<file path="config.mk">
export PLATFORM = sky130hd
export DESIGN_NAME = sysctl_regs
export DESIGN_NICKNAME = d
export VERILOG_FILES = /design/src/rtl/sysctl_pkg.sv /design/src/rtl/sysctl_strap.sv /design/src/rtl/sysctl_rst_pulse.sv /design/src/rtl/sysctl_clk_ctrl.sv /design/src/rtl/sysctl_pci_ctrl.sv /design/src/rtl/sysctl_regs.sv
export SDC_FILE = /design/constraint.sdc
export NUM_CORES = 1
export LEC_CHECK = 0
export BUFFER_PORTS_ARGS = -buffer_cell sky130_fd_sc_hd__buf_2
export CORE_MARGIN = 2
export CORE_UTILIZATION = 40
export DETAILED_ROUTE_END_ITERATION = 8
export GPL_TIMING_DRIVEN = 0
export PLACE_DENSITY_LB_ADDON = 0.3
export RECOVER_POWER = 100
export SYNTH_ARGS = -nofsm -noshare
export SYNTH_HDL_FRONTEND = slang
export SYNTH_SLANG_ARGS = --single-unit
</file>
<file path="constraint.sdc">
create_clock -name clk_i -period 4.05 [get_ports clk_i]
set_input_delay 0.405 -clock clk_i [delete_from_list [all_inputs] [get_ports clk_i]]
set_output_delay 0.405 -clock clk_i [all_outputs]
set_load 0.05 [all_outputs]
</file>
<file path="src/rtl/sysctl_pkg.sv">
package sysctl_pkg;
  localparam int ADDR_W   = 8;
  localparam int DATA_W   = 32;
  localparam int N_RST    = 32;
  localparam int N_GATE   = 13;
  localparam int CPU1_BIT = 30;

  localparam logic [ADDR_W-1:0] OFS_STATUS = 8'h04;
  localparam logic [ADDR_W-1:0] OFS_SRST   = 8'h0C;
  localparam logic [ADDR_W-1:0] OFS_MISC   = 8'h30;
  localparam logic [ADDR_W-1:0] OFS_CLK    = 8'h34;

  localparam int ST_XTAL_BIT  = 30;
  localparam int ST_SPEED_LSB = 15;
  localparam int ST_RATIO_LSB = 18;
  localparam int CLK_GATE_LSB = 1;
  localparam int CLK_RUN_BIT  = 16;
  localparam int CLK_SEC_BIT  = 29;
  localparam int MISC_OE_BIT  = 17;
  localparam int MISC_66_BIT  = 18;

  typedef struct packed {
    logic       xtal;
    logic [2:0] speed;
    logic [1:0] ratio;
  } strap_t;
endpackage

</file>
<file path="src/rtl/sysctl_strap.sv">
module sysctl_strap
  import sysctl_pkg::*;
#(
  parameter int DATA_W = sysctl_pkg::DATA_W
) (
  input  logic              clk_i,
  input  logic              rst_ni,
  input  strap_t            strap_i,
  output logic [DATA_W-1:0] status_o
);
  logic   captured_q;
  strap_t strap_q;

  // one-shot capture on the first edge after reset release
  always_ff @(posedge clk_i or negedge rst_ni) begin
    if (!rst_ni) begin
      captured_q <= 1'b0;
      strap_q    <= '0;
    end else if (!captured_q) begin
      captured_q <= 1'b1;
      strap_q    <= strap_i;
    end
  end

  always_comb begin
    status_o                    = '0;
    status_o[ST_XTAL_BIT]       = strap_q.xtal;
    status_o[ST_SPEED_LSB +: 3] = strap_q.speed;
    status_o[ST_RATIO_LSB +: 2] = strap_q.ratio;
  end

  AST_STRAP_FROZEN: assert property (@(posedge clk_i) disable iff (!rst_ni)
    captured_q |=> $stable(strap_q));
endmodule

</file>
<file path="src/rtl/sysctl_rst_pulse.sv">
module sysctl_rst_pulse #(
  parameter int N_LINES      = 32,
  parameter int PULSE_CYCLES = 16,
  parameter int FORCE_BIT    = 30
) (
  input  logic               clk_i,
  input  logic               rst_ni,
  input  logic               wr_i,
  input  logic [N_LINES-1:0] set_i,
  output logic [N_LINES-1:0] active_o
);
  localparam int CNT_W = $clog2(PULSE_CYCLES + 1);
  localparam logic [CNT_W-1:0] CNT_LOAD = CNT_W'(PULSE_CYCLES);

  for (genvar g = 0; g < N_LINES; g++) begin : g_line
    logic             start;
    logic [CNT_W-1:0] cnt_q;

    if (g == FORCE_BIT) begin : g_forced
      assign start = wr_i;
    end else begin : g_plain
      assign start = wr_i & set_i[g];
    end

    always_ff @(posedge clk_i or negedge rst_ni) begin
      if (!rst_ni)              cnt_q <= '0;
      else if (start)           cnt_q <= CNT_LOAD;
      else if (cnt_q != '0)     cnt_q <= cnt_q - CNT_W'(1);
    end

    assign active_o[g] = (cnt_q != '0);

    AST_PULSE_STARTS: assert property (@(posedge clk_i) disable iff (!rst_ni)
      (wr_i && set_i[g]) |=> active_o[g]);
    AST_NO_DROP_ON_RESTART: assert property (@(posedge clk_i) disable iff (!rst_ni)
      $fell(active_o[g]) |-> !$past(start));
  end

  AST_FORCED_LINE: assert property (@(posedge clk_i) disable iff (!rst_ni)
    wr_i |=> active_o[FORCE_BIT]);
endmodule

</file>
<file path="src/rtl/sysctl_clk_ctrl.sv">
module sysctl_clk_ctrl
  import sysctl_pkg::*;
#(
  parameter int DATA_W = sysctl_pkg::DATA_W,
  parameter int N_GATE = sysctl_pkg::N_GATE
) (
  input  logic              clk_i,
  input  logic              rst_ni,
  input  logic              wr_i,
  input  logic [DATA_W-1:0] wdata_i,
  output logic [DATA_W-1:0] reg_o,
  output logic [N_GATE-1:0] clk_en_o,
  output logic              clkrun_o,
  output logic              sec_sel_o
);
  logic [DATA_W-1:0] reg_q;

  always_ff @(posedge clk_i or negedge rst_ni) begin
    if (!rst_ni)   reg_q <= '0;
    else if (wr_i) reg_q <= wdata_i;
  end

  assign reg_o     = reg_q;
  // set-to-disable gating
  assign clk_en_o  = ~reg_q[CLK_GATE_LSB +: N_GATE];
  assign clkrun_o  = reg_q[CLK_RUN_BIT];
  assign sec_sel_o = reg_q[CLK_SEC_BIT];

  AST_GATE_POLARITY: assert property (@(posedge clk_i) disable iff (!rst_ni)
    wr_i |=> clk_en_o == ~$past(wdata_i[CLK_GATE_LSB +: N_GATE]));
  AST_CLK_HOLD: assert property (@(posedge clk_i) disable iff (!rst_ni)
    !wr_i |=> $stable({clk_en_o, clkrun_o, sec_sel_o}));
endmodule

</file>
<file path="src/rtl/sysctl_pci_ctrl.sv">
module sysctl_pci_ctrl
  import sysctl_pkg::*;
#(
  parameter int DATA_W = sysctl_pkg::DATA_W
) (
  input  logic              clk_i,
  input  logic              rst_ni,
  input  logic              wr_i,
  input  logic [DATA_W-1:0] wdata_i,
  output logic [DATA_W-1:0] reg_o,
  output logic              pci_66m_o,
  output logic              pci_oe_o
);
  logic [DATA_W-1:0] reg_q;

  always_ff @(posedge clk_i or negedge rst_ni) begin
    if (!rst_ni)   reg_q <= '0;
    else if (wr_i) reg_q <= wdata_i;
  end

  assign reg_o     = reg_q;
  assign pci_66m_o = reg_q[MISC_66_BIT];
  assign pci_oe_o  = reg_q[MISC_OE_BIT];

  AST_PCI_FOLLOWS_WRITE: assert property (@(posedge clk_i) disable iff (!rst_ni)
    wr_i |=> pci_66m_o == $past(wdata_i[MISC_66_BIT]));
  AST_PCI_HOLD: assert property (@(posedge clk_i) disable iff (!rst_ni)
    !wr_i |=> $stable({pci_66m_o, pci_oe_o}));
endmodule

</file>
<file path="src/rtl/sysctl_regs.sv">
module sysctl_regs
  import sysctl_pkg::*;
#(
  parameter int PULSE_CYCLES = 16
) (
  input  logic              clk_i,
  input  logic              rst_ni,
  input  logic              strap_xtal_i,
  input  logic [2:0]        strap_bus_speed_i,
  input  logic [1:0]        strap_cpu_ratio_i,
  input  logic              bus_req_i,
  input  logic              bus_we_i,
  input  logic [ADDR_W-1:0] bus_addr_i,
  input  logic [DATA_W-1:0] bus_wdata_i,
  output logic [DATA_W-1:0] bus_rdata_o,
  output logic [N_RST-1:0]  soft_rst_o,
  output logic [N_GATE-1:0] clk_en_o,
  output logic              pci_clkrun_o,
  output logic              sec_clk_sel_o,
  output logic              pci_66m_o,
  output logic              pci_clk_oe_o
);
  logic              hit_status, hit_srst, hit_misc, hit_clk, hit_any;
  logic              wr, rd;
  logic [DATA_W-1:0] status_w, clk_reg_w, misc_reg_w, rd_mux;
  logic [DATA_W-1:0] rdata_q;
  strap_t            strap_w;

  assign hit_status = (bus_addr_i == OFS_STATUS);
  assign hit_srst   = (bus_addr_i == OFS_SRST);
  assign hit_misc   = (bus_addr_i == OFS_MISC);
  assign hit_clk    = (bus_addr_i == OFS_CLK);
  assign hit_any    = hit_status | hit_srst | hit_misc | hit_clk;
  assign wr         = bus_req_i & bus_we_i;
  assign rd         = bus_req_i & ~bus_we_i;

  assign strap_w = '{xtal: strap_xtal_i, speed: strap_bus_speed_i, ratio: strap_cpu_ratio_i};

  sysctl_strap #(.DATA_W(DATA_W)) u_strap (
    .clk_i    (clk_i),
    .rst_ni   (rst_ni),
    .strap_i  (strap_w),
    .status_o (status_w)
  );

  sysctl_rst_pulse #(
    .N_LINES      (N_RST),
    .PULSE_CYCLES (PULSE_CYCLES),
    .FORCE_BIT    (CPU1_BIT)
  ) u_rst_pulse (
    .clk_i    (clk_i),
    .rst_ni   (rst_ni),
    .wr_i     (wr & hit_srst),
    .set_i    (bus_wdata_i),
    .active_o (soft_rst_o)
  );

  sysctl_clk_ctrl #(.DATA_W(DATA_W), .N_GATE(N_GATE)) u_clk_ctrl (
    .clk_i     (clk_i),
    .rst_ni    (rst_ni),
    .wr_i      (wr & hit_clk),
    .wdata_i   (bus_wdata_i),
    .reg_o     (clk_reg_w),
    .clk_en_o  (clk_en_o),
    .clkrun_o  (pci_clkrun_o),
    .sec_sel_o (sec_clk_sel_o)
  );

  sysctl_pci_ctrl #(.DATA_W(DATA_W)) u_pci_ctrl (
    .clk_i     (clk_i),
    .rst_ni    (rst_ni),
    .wr_i      (wr & hit_misc),
    .wdata_i   (bus_wdata_i),
    .reg_o     (misc_reg_w),
    .pci_66m_o (pci_66m_o),
    .pci_oe_o  (pci_clk_oe_o)
  );

  always_comb begin
    rd_mux = '0;
    unique case (1'b1)
      hit_status: rd_mux = status_w;
      hit_srst:   rd_mux = soft_rst_o;
      hit_misc:   rd_mux = misc_reg_w;
      hit_clk:    rd_mux = clk_reg_w;
      default:    rd_mux = '0;
    endcase
  end

  always_ff @(posedge clk_i or negedge rst_ni) begin
    if (!rst_ni) rdata_q <= '0;
    else if (rd) rdata_q <= rd_mux;
  end

  assign bus_rdata_o = rdata_q;

  AST_UNMAPPED_READ_ZERO: assert property (@(posedge clk_i) disable iff (!rst_ni)
    (rd && !hit_any) |=> bus_rdata_o == '0);
  AST_RDATA_HOLD: assert property (@(posedge clk_i) disable iff (!rst_ni)
    !rd |=> $stable(bus_rdata_o));
  AST_STATUS_RESERVED_ZERO: assert property (@(posedge clk_i) disable iff (!rst_ni)
    (rd && hit_status) |=> bus_rdata_o[14:0] == '0);
endmodule

</file>
# Yosys cells after proc, flatten, opt, wreduce, memory -nomap -nowiden
# Index checks and enable logic that the tools add are counted.
[op_classes] n_eq_ne=4 bitwise_logic=38 muxes=65 reduce_logical=64 add_sub_neg=32
[op_table] op="5-bit 2-to-1 mux" count=64
[op_table] op="5-bit nonzero test" count=32
[op_table] op="5-bit by 1-bit subtractor with 5-bit output (second input constant)" count=32
[op_table] op="32-bit one-hot mux with 4 select lines" count=1
[op_table] op="2-bit nonzero test" count=32
[op_table] op="1-bit bitwise AND" count=36
[op_table] op="8-bit by 6-bit equality test with 1-bit output (second input constant)" count=2
[op_table] op="13-bit inverter" count=1
[op_table] op="8-bit by 3-bit equality test with 1-bit output (second input constant)" count=1
[op_table] op="8-bit by 4-bit equality test with 1-bit output (second input constant)" count=1
[op_table] op="1-bit inverter" count=1
[totals] out_inout_bits=81 register_bits=263 input_bits=50

# Longest topological paths before layout
# Gate-level depths: netlist of run 1.
[logic_depth] ltp_word=4 mapped_depth=7 mapped_depth_nobuf=7

# Modules after synthesis
# Synthesis of run 1 repeated with hierarchy kept, for this count alone.
[unflattened] hier_cells=1290 area_unflattened_um2=14005.9
[by_module_without_submodules] module="sysctl_rst_pulse" instances=1 cells_each=853 area_each_um2=8582.0 seq_area_each_um2=4003.8
[by_module_without_submodules] module="sysctl_regs" instances=1 cells_each=242 area_each_um2=2175.8 seq_area_each_um2=800.8
[by_module_without_submodules] module="sysctl_clk_ctrl" instances=1 cells_each=83 area_each_um2=1408.9 seq_area_each_um2=800.8
[by_module_without_submodules] module="sysctl_pci_ctrl" instances=1 cells_each=70 area_each_um2=1360.1 seq_area_each_um2=800.8
[by_module_without_submodules] module="sysctl_strap" instances=1 cells_each=42 area_each_um2=479.2 seq_area_each_um2=175.2

# Worst setup path before layout of run 1
# OpenSTA, ideal clock, no wires.
[synth_timing] path_kind="register -> register" from="register u_rst_pulse.g_line[18].cnt_q[0]" to="register rdata_q[18] (netlist: bus_rdata_o[18])" arrival_time_ns=2.029 path_stages_with_launch=8 path_slack_ns=1.901 cell_sequence="dfrtp_1 -> inv_1 -> ha_1 -> or4b_2 -> clkbuf_1 -> a22oi_1 -> o32a_1 -> o21ai_2"
[synth_via] elab_chain_len=2
[synth_lines] element="start: declaration" line="sysctl_rst_pulse.sv:17" text="logic [CNT_W-1:0] cnt_q;"
[synth_lines] element="start signal: assignment" line="sysctl_rst_pulse.sv:28" text="else if (cnt_q != '0) cnt_q <= cnt_q - CNT_W'(1);"
[synth_lines] element="5-bit nonzero test" line="sysctl_rst_pulse.sv:31" text="assign active_o[g] = (cnt_q != '0);"
[synth_lines] element="named net soft_rst_o[18]" line="sysctl_regs.sv:16" text="output logic [N_RST-1:0] soft_rst_o,"
[synth_lines] element="32-bit one-hot mux with 4 select lines" line="sysctl_regs.sv:81" text="unique case (1'b1)"
[synth_lines] element="end signal: assignment" line="sysctl_regs.sv:92" text="else if (rd) rdata_q <= rd_mux;"
[synth_lines] element="end: declaration" line="sysctl_regs.sv:26" text="logic [DATA_W-1:0] rdata_q;"
# The timed path passes the listed nets, and every way through them passes these cells.
# A chain may end at the register's enable or synchronous reset.

# Worst setup path in the final report of run 1
[layout_timing] from="register u_rst_pulse.g_line[25].cnt_q[0]" to="output soft_rst_o[25]"
[layout_via] elab_chain_len=1
[layout_lines] element="start: declaration" line="sysctl_rst_pulse.sv:17"
[layout_lines] element="start signal: assignment" line="sysctl_rst_pulse.sv:28"
[layout_lines] element="5-bit nonzero test" line="sysctl_rst_pulse.sv:31"
[layout_lines] element="end: declaration" line="sysctl_regs.sv:16"
# Every way passes these cells.

==> flow_summary.toml, run 1 <==
[sta]
post-route-min-period_ns = 3.22
fin_hold_ws_ns = 0.0840
setup_viol = 0
finalCritPeriodShare_pct = 79.5
fin_skew_ns = 0.0181
fin_ws_ns = 0.832
relSlewSlack_pct = -84.4
tns_ns = 0
fmax_mhz = 311
finalHoldViolCount = 0
drv_slew = 45
tightest_slew_ns = 2.77
rsz0062_at_grt = "false"

[cts]
tritoncts = "built"
htree_levels = 1
cts_sinks = 263
cts_setup_buffers = 0
ctsHoldBuffers = 1
ctsResizeCount = 0
root_buffer = "clkbuf_16"
clk_pin_slew_ns = 0.06
clockBufferDepth = 3
clock_latency_ns = 0.55
numCtsBuffers = 29

[power_and_ir_drop]
p_total_mw = 9.89
net-switching-power_mw = 3.45
comb_power_share_pct = 33.5
p_seq_share_pct = 40.1
powerDensity_nw_per_um2 = 677
clockPowerShare_pct = 26.4
p_int_mw = 6.44
leakage_nw = 6.42
p_sw_share_pct = 34.8
peakVddDrop_mv = 0.348

[setup_path]
crit_path_top_delay_cell = "nor4b_1"
critical_path.most_common_cell = "inv_1"
r2r_end = "bus_rdata_o[31]"
crit_chain = "inv_1, ha_1, nor4b_1, inv_1, clkbuf_1"
worstPathMaxFanout = 7
crit_buf_inv = 3
end_kind = "output port"
cp_top_family = "simple AND/OR/NAND/NOR gates"
worstSetupPathDepth = 5
timing.rr.start = "u_rst_pulse.g_line[31].cnt_q[0]"
critPathKind = "reg2out"
slowest_delay_ns = 1.03
reg2reg_depth = 6
r2r_setup_slack_ns = 1.68
startpoint = "u_rst_pulse.g_line[25].cnt_q[0]"
arrival_ns = 2.81
cp.required_ns = 3.64
critPathCapture = "soft_rst_o[25]"
start_kind = "register"

[outcome]
status = "complete, but fails checks"
violations = "capacitance limit, slew limit"

[synthesis]
syn-cell-area_sq_um = 12600
ys_ff_latch = 263
synthesis.nets = 1233
async_flop_share_pct = 100
synth_most_common_cell = "dfrtp_1"
syn_inst = 1151
synth_edf_count = 0
yosysTopAreaCell = "dfrtp_1"
ys_types = 43
seq_area_frac_synth_pct = 52.1
synthTopCellsByCount = "dfrtp_1 (263), a21oi_1 (120), nand2_1 (101), mux2_2 (94), inv_1 (83)"
yosysWarnings = 0
syn_area_per_cell_sq_um = 11.0
yosys.area.top_type_share_pct = 52.1
synth_area_leaders = "dfrtp_1 (52%), mux2_2 (8.4%), a21oi_1 (4.8%)"
synthFlopType = "dfrtp_1"

[grt]
antenna_found_initial = 3
grt-ovfl-total = 0
grt_pass1_vias = 9044
grt_max_degree = 116
grt_pass1_wl_mm = 49.1
grt_use_total_pct = 18.5

[cells_and_area]
syn2layout_area_growth_pct = 15.7
instances_no_fill = 1740
final_nets = 1397
drive_gt1_share_pct = 18.2
design_area_sq_um = 14600
fin_util_pct = 46.7
fillers = 2931

[floorplanning]
dieWidth_um = 182
die_area_sq_um = 33000
io_pins = 131
rows = 65
core-area_sq_um = 31300
start_util_pct = 40.3
die_h_um = 182

[drt]
via_count = 9233
drt-initial-drc-count = 566
wl_mm = 30.5
drt_pass1_iterations = 5
viasPerCell = 5.31
ant_nets = 0
wl_per_cell_um = 17.5
drc_errors = 0

[placed_design]
post_dp_cell_area_sq_um = 13900
pre_cts_slack_ns = 1.24
dp_hpwl_mm = 20.7
gp_congestion = 0.812
portBuffers = 130
dp_cells = 1685

[run]
maxCapViolCount = 1

[worst_hold_path]
hold_path.class = "in2reg"
==> placed cells by master (no fill, tap or decap), drive strengths merged, types with 3 or more instances in the layout <==
master	instances
o32a	6
a21oi	120
nor4b	6
nand2	101
clkinv	4
xnor2	32
or4b	27
nor3b	18
or3	24
mux2i	11
nor2	73
o21ai	8
xor2	9
inv	84
nor3	20
buf	53
a22oi	54
clkbuf	192
dfrtp	263
mux2	97
a22o	31
a221oi	31
a21boi	24
ha	32
or4	3
==> how the worst min path moves through the flow <==
stage                                         start                         endpoint  slack (ns)  depth (start not counted)
floorplan                                    rst_ni                   bus_rdata_o[0]        0.11                          0
global placement    u_rst_pulse.g_line[30].cnt_q[4]  u_rst_pulse.g_line[30].cnt_q[4]        0.45                          1
detailed placement                           rst_ni   u_rst_pulse.g_line[6].cnt_q[0]        0.34                          1
CTS                            strap_bus_speed_i[2]             u_strap.status_o[17]        0.06                          2
global route                   strap_cpu_ratio_i[0]             u_strap.status_o[18]        0.08                          2
finish                         strap_bus_speed_i[2]             u_strap.status_o[17]        0.08                          2
==> sequential cells by signal (all words and copies together) (netlist names) <==
register / flops
u_rst_pulse.g_line.cnt_q: 160
bus_rdata_o: 32
u_clk_ctrl.reg_o: 32
u_pci_ctrl.reg_o: 32
u_strap.status_o: 6
u_strap.captured_q: 1
==> power by group through the flow <==
stage          logic (mW)  registers (mW)  clock network, mW
2_1_floorplan        2.75            3.86                  0
3_3_place_gp         3.23            3.97                  0
3_5_place_dp         3.36            4.01                  0
4_1_cts              3.38            3.96               2.67
5_1_grt              3.78            4.08               2.78
6_report             3.31            3.97               2.61
==> logic make-up after synthesis <==
family / count (synthesis) / share of synthesized area, %
xor gates and xnor gates: 41 / 2.84
and+or+nand+nor: 277 / 11.6
other: 1 / 0.0297
adders and majority gates: 32 / 3.17
buffers and inverters: 152 / 4.95
muxes: 108 / 9.52
DFF: 263 / 52.1
AOI/OAI and AO/OA: 277 / 15.7
==> layout make-up <==
type                    count  area (sq um)  area share, %
well taps                 402           503           3.44
flip-flops and latches    263          6580           45.0
inverters                  83           312           2.13
repair buffers            133           612           4.19
plain buffers              69           283           1.93
clock buffers              44           842           5.76
multi-input cells         736          5380           36.8
clock inverters             8           100          0.685
diodes                      2          5.00         0.0342
==> routing by layer <==
| metal | up-vias | routed length, um | global-route usage (%) |
|---|---|---|---|
| li1 | 4426 | - | - |
| met1 | 4582 | 14000 | 25.5 |
| met2 | 172 | 14400 | 30.2 |
| met3 | 51 | 1440 | 3.35 |
| met4 | 2 | 675 | 4.98 |
| met5 | - | 13 | 0 |
Note: power is estimated with default switching activity, not from simulation.
==> inputs of run 2 (changes only) <==
- clock period: 4.05 -> 3.1 ns (I/O delays scaled with it)
==> run 2 against run 1 <==
Compared with the run above:
- the flow still finishes with violations (capacitance limit, slew limit)
- hold slack lost 0.065 ns
- wire length shrank 0.15%
- sequential power grew 30%
- clock skew grew 0.00082 ns
- total power grew 31%
- non-clock buffer count grew 5
- clock power grew 31%
- cell count grew 0.29%
- highest routed layer unchanged
==> flow_summary.toml, run 2 (synthesis results as in run 1) <==
[outcome]
status = "complete, but fails checks"
violations = "capacitance limit, slew limit"

[sta]
drv_slew = 45
tns_ns = 0
fin_hold_ws_ns = 0.0193
post-route-min-period_ns = 2.79
fin_skew_ns = 0.0189
relSlewSlack_pct = -48.6
setup_viol = 0
fmax_mhz = 359
tightest_slew_ns = 2.23
rsz0062_at_grt = "false"
finalCritPeriodShare_pct = 89.9
finalHoldViolCount = 0

[cells_and_area]
layout_commonest_cell = "dfrtp_1"
fin_util_pct = 46.9
syn2layout_area_growth_pct = 16.2
layout_common_cells = "dfrtp_1 (263), clkbuf_1 (154), a21oi_1 (120)"
final_nets = 1402
drive_gt1_share_pct = 18.4
largest_reg_flops = 160
top_register = "u_rst_pulse.g_line.cnt_q"

[drt]
drt-initial-drc-count = 527
via_count = 9237
top_layer = "met5"
drc_errors = 0
wl_per_cell_um = 17.5
wl_mm = 30.5
met3_length_mm = 1.38
ant_nets = 0
wl_met1_mm = 14.0
wl_met2_mm = 14.4
drt_pass1_iterations = 7
viasPerCell = 5.29

[worst_hold_path]
hp-start = "strap_cpu_ratio_i[1]"
hold_path.class = "in2reg"

[setup_path]
worstPathMaxFanout = 10
timing.rr.start = "u_rst_pulse.g_line[16].cnt_q[0]"
slowest_delay_ns = 0.64
cp_top_family = "buffers and inverters"
crit_path_top_delay_cell = "nor3_1"
critPathKind = "in2reg"
startpoint = "bus_addr_i[4]"
arrival_ns = 3.18
crit_chain = "buf_2, or4_1, clkbuf_1, nor3_1, clkbuf_1, clkbuf_1, a21oi_1"
crit_buf_inv = 4
critical_path.most_common_cell = "clkbuf_1"
end_kind = "register"
cp.required_ns = 3.50
start_kind = "input pin"

[grt]
antenna_found_initial = 3
grt_use_total_pct = 18.5
grt-ovfl-total = 0
grt_pass1_wl_mm = 49.2
grt_pass1_vias = 9072
grt_max_degree = 116

[floorplanning]
die_h_um = 182
rows = 65
dieWidth_um = 182
io_pins = 131
die_area_sq_um = 33000
core-area_sq_um = 31300
start_util_pct = 40.3

[cts]
htree_levels = 1
root_buffer = "clkbuf_16"
clockBufferDepth = 3
cts_sinks = 263
tritoncts = "built"
clk_pin_slew_ns = 0.06
clock_latency_ns = 0.56
numCtsBuffers = 29

[power_and_ir_drop]
p_int_mw = 8.43
p_sw_share_pct = 34.8
p_seq_share_pct = 40.1
clockPowerShare_pct = 26.4
leakage_nw = 6.46
net-switching-power_mw = 4.50
peakVddDrop_mv = 0.453
powerDensity_nw_per_um2 = 881
comb_power_share_pct = 33.5

[placed_design]
dp_hpwl_mm = 20.7
portBuffers = 130
gp_congestion = 0.812

[run]
maxCapViolCount = 1
run 2: timing repair:
item	in CTS	in global routing
buffers inserted	0	0
hold buffers	6	0
hold endpoints to repair	51	0
resized for setup	0	0
run 2: power by group through the flow:
| stage | Sequential (mW) | Combinational [mW] | Clock [mW] |
|---|---|---|---|
| after floorplan | 5.04 | 3.59 | 0 |
| after global placement | 5.19 | 4.22 | 0 |
| after detailed placement | 5.23 | 4.39 | 0 |
| after CTS | 5.18 | 4.42 | 3.49 |
| after global routing | 5.33 | 4.95 | 3.62 |
| final | 5.18 | 4.33 | 3.41 |
run 2: cell type report:
cell class / instances / area (sq um)
Clock inverter: 8 / 100
Timing Repair Buffer: 138 / 666
Antenna cell: 2 / 5.00
Fill cell: 2922 / 16600
Tap cell: 402 / 503
Multi-Input combinational cell: 736 / 5390
Inverter: 83 / 312
Buffer: 69 / 283
Sequential cell: 263 / 6580
Clock buffer: 44 / 842
run 2: path summary, 6_finish.rpt:
check                                             endpoint  slack [ns]  cells after the start
max in group asynchronous  u_rst_pulse.g_line[24].cnt_q[4]        0.55                      3
min reg2reg                u_rst_pulse.g_line[30].cnt_q[4]        0.48                      1
max                         u_rst_pulse.g_line[2].cnt_q[0]        0.31                      7
max reg2reg                                bus_rdata_o[16]        1.03                      7
min in group asynchronous   u_rst_pulse.g_line[6].cnt_q[0]        1.08                      2
min                                   u_strap.status_o[19]        0.02                      2
run 2: routing by layer:
metal / vias to the layer above / global-route usage, %
met2: 156 / 30.3
met3: 49 / 3.35
met5: - / 0
met4: 2 / 4.98
met1: 4585 / 25.5
li1: 4445 / -
run 2: per-stage QoR:
| stage | power [mW] | setup slack (ns) | cell area [sq um] | cells |
|---|---|---|---|---|
| detailed placement | 9.62 | 0.383 | 13900 | 1685 |
| global placement | 9.41 | -3.40 | 13800 | 1683 |
| finish | 12.9 | 0.314 | 14700 | 1745 |
| floorplan | 8.63 | 0.951 | 12600 | 1151 |
| CTS | 13.1 | 0.423 | 14900 | 1743 |
| global route | 13.9 | 0.0869 | 14700 | 1744 |
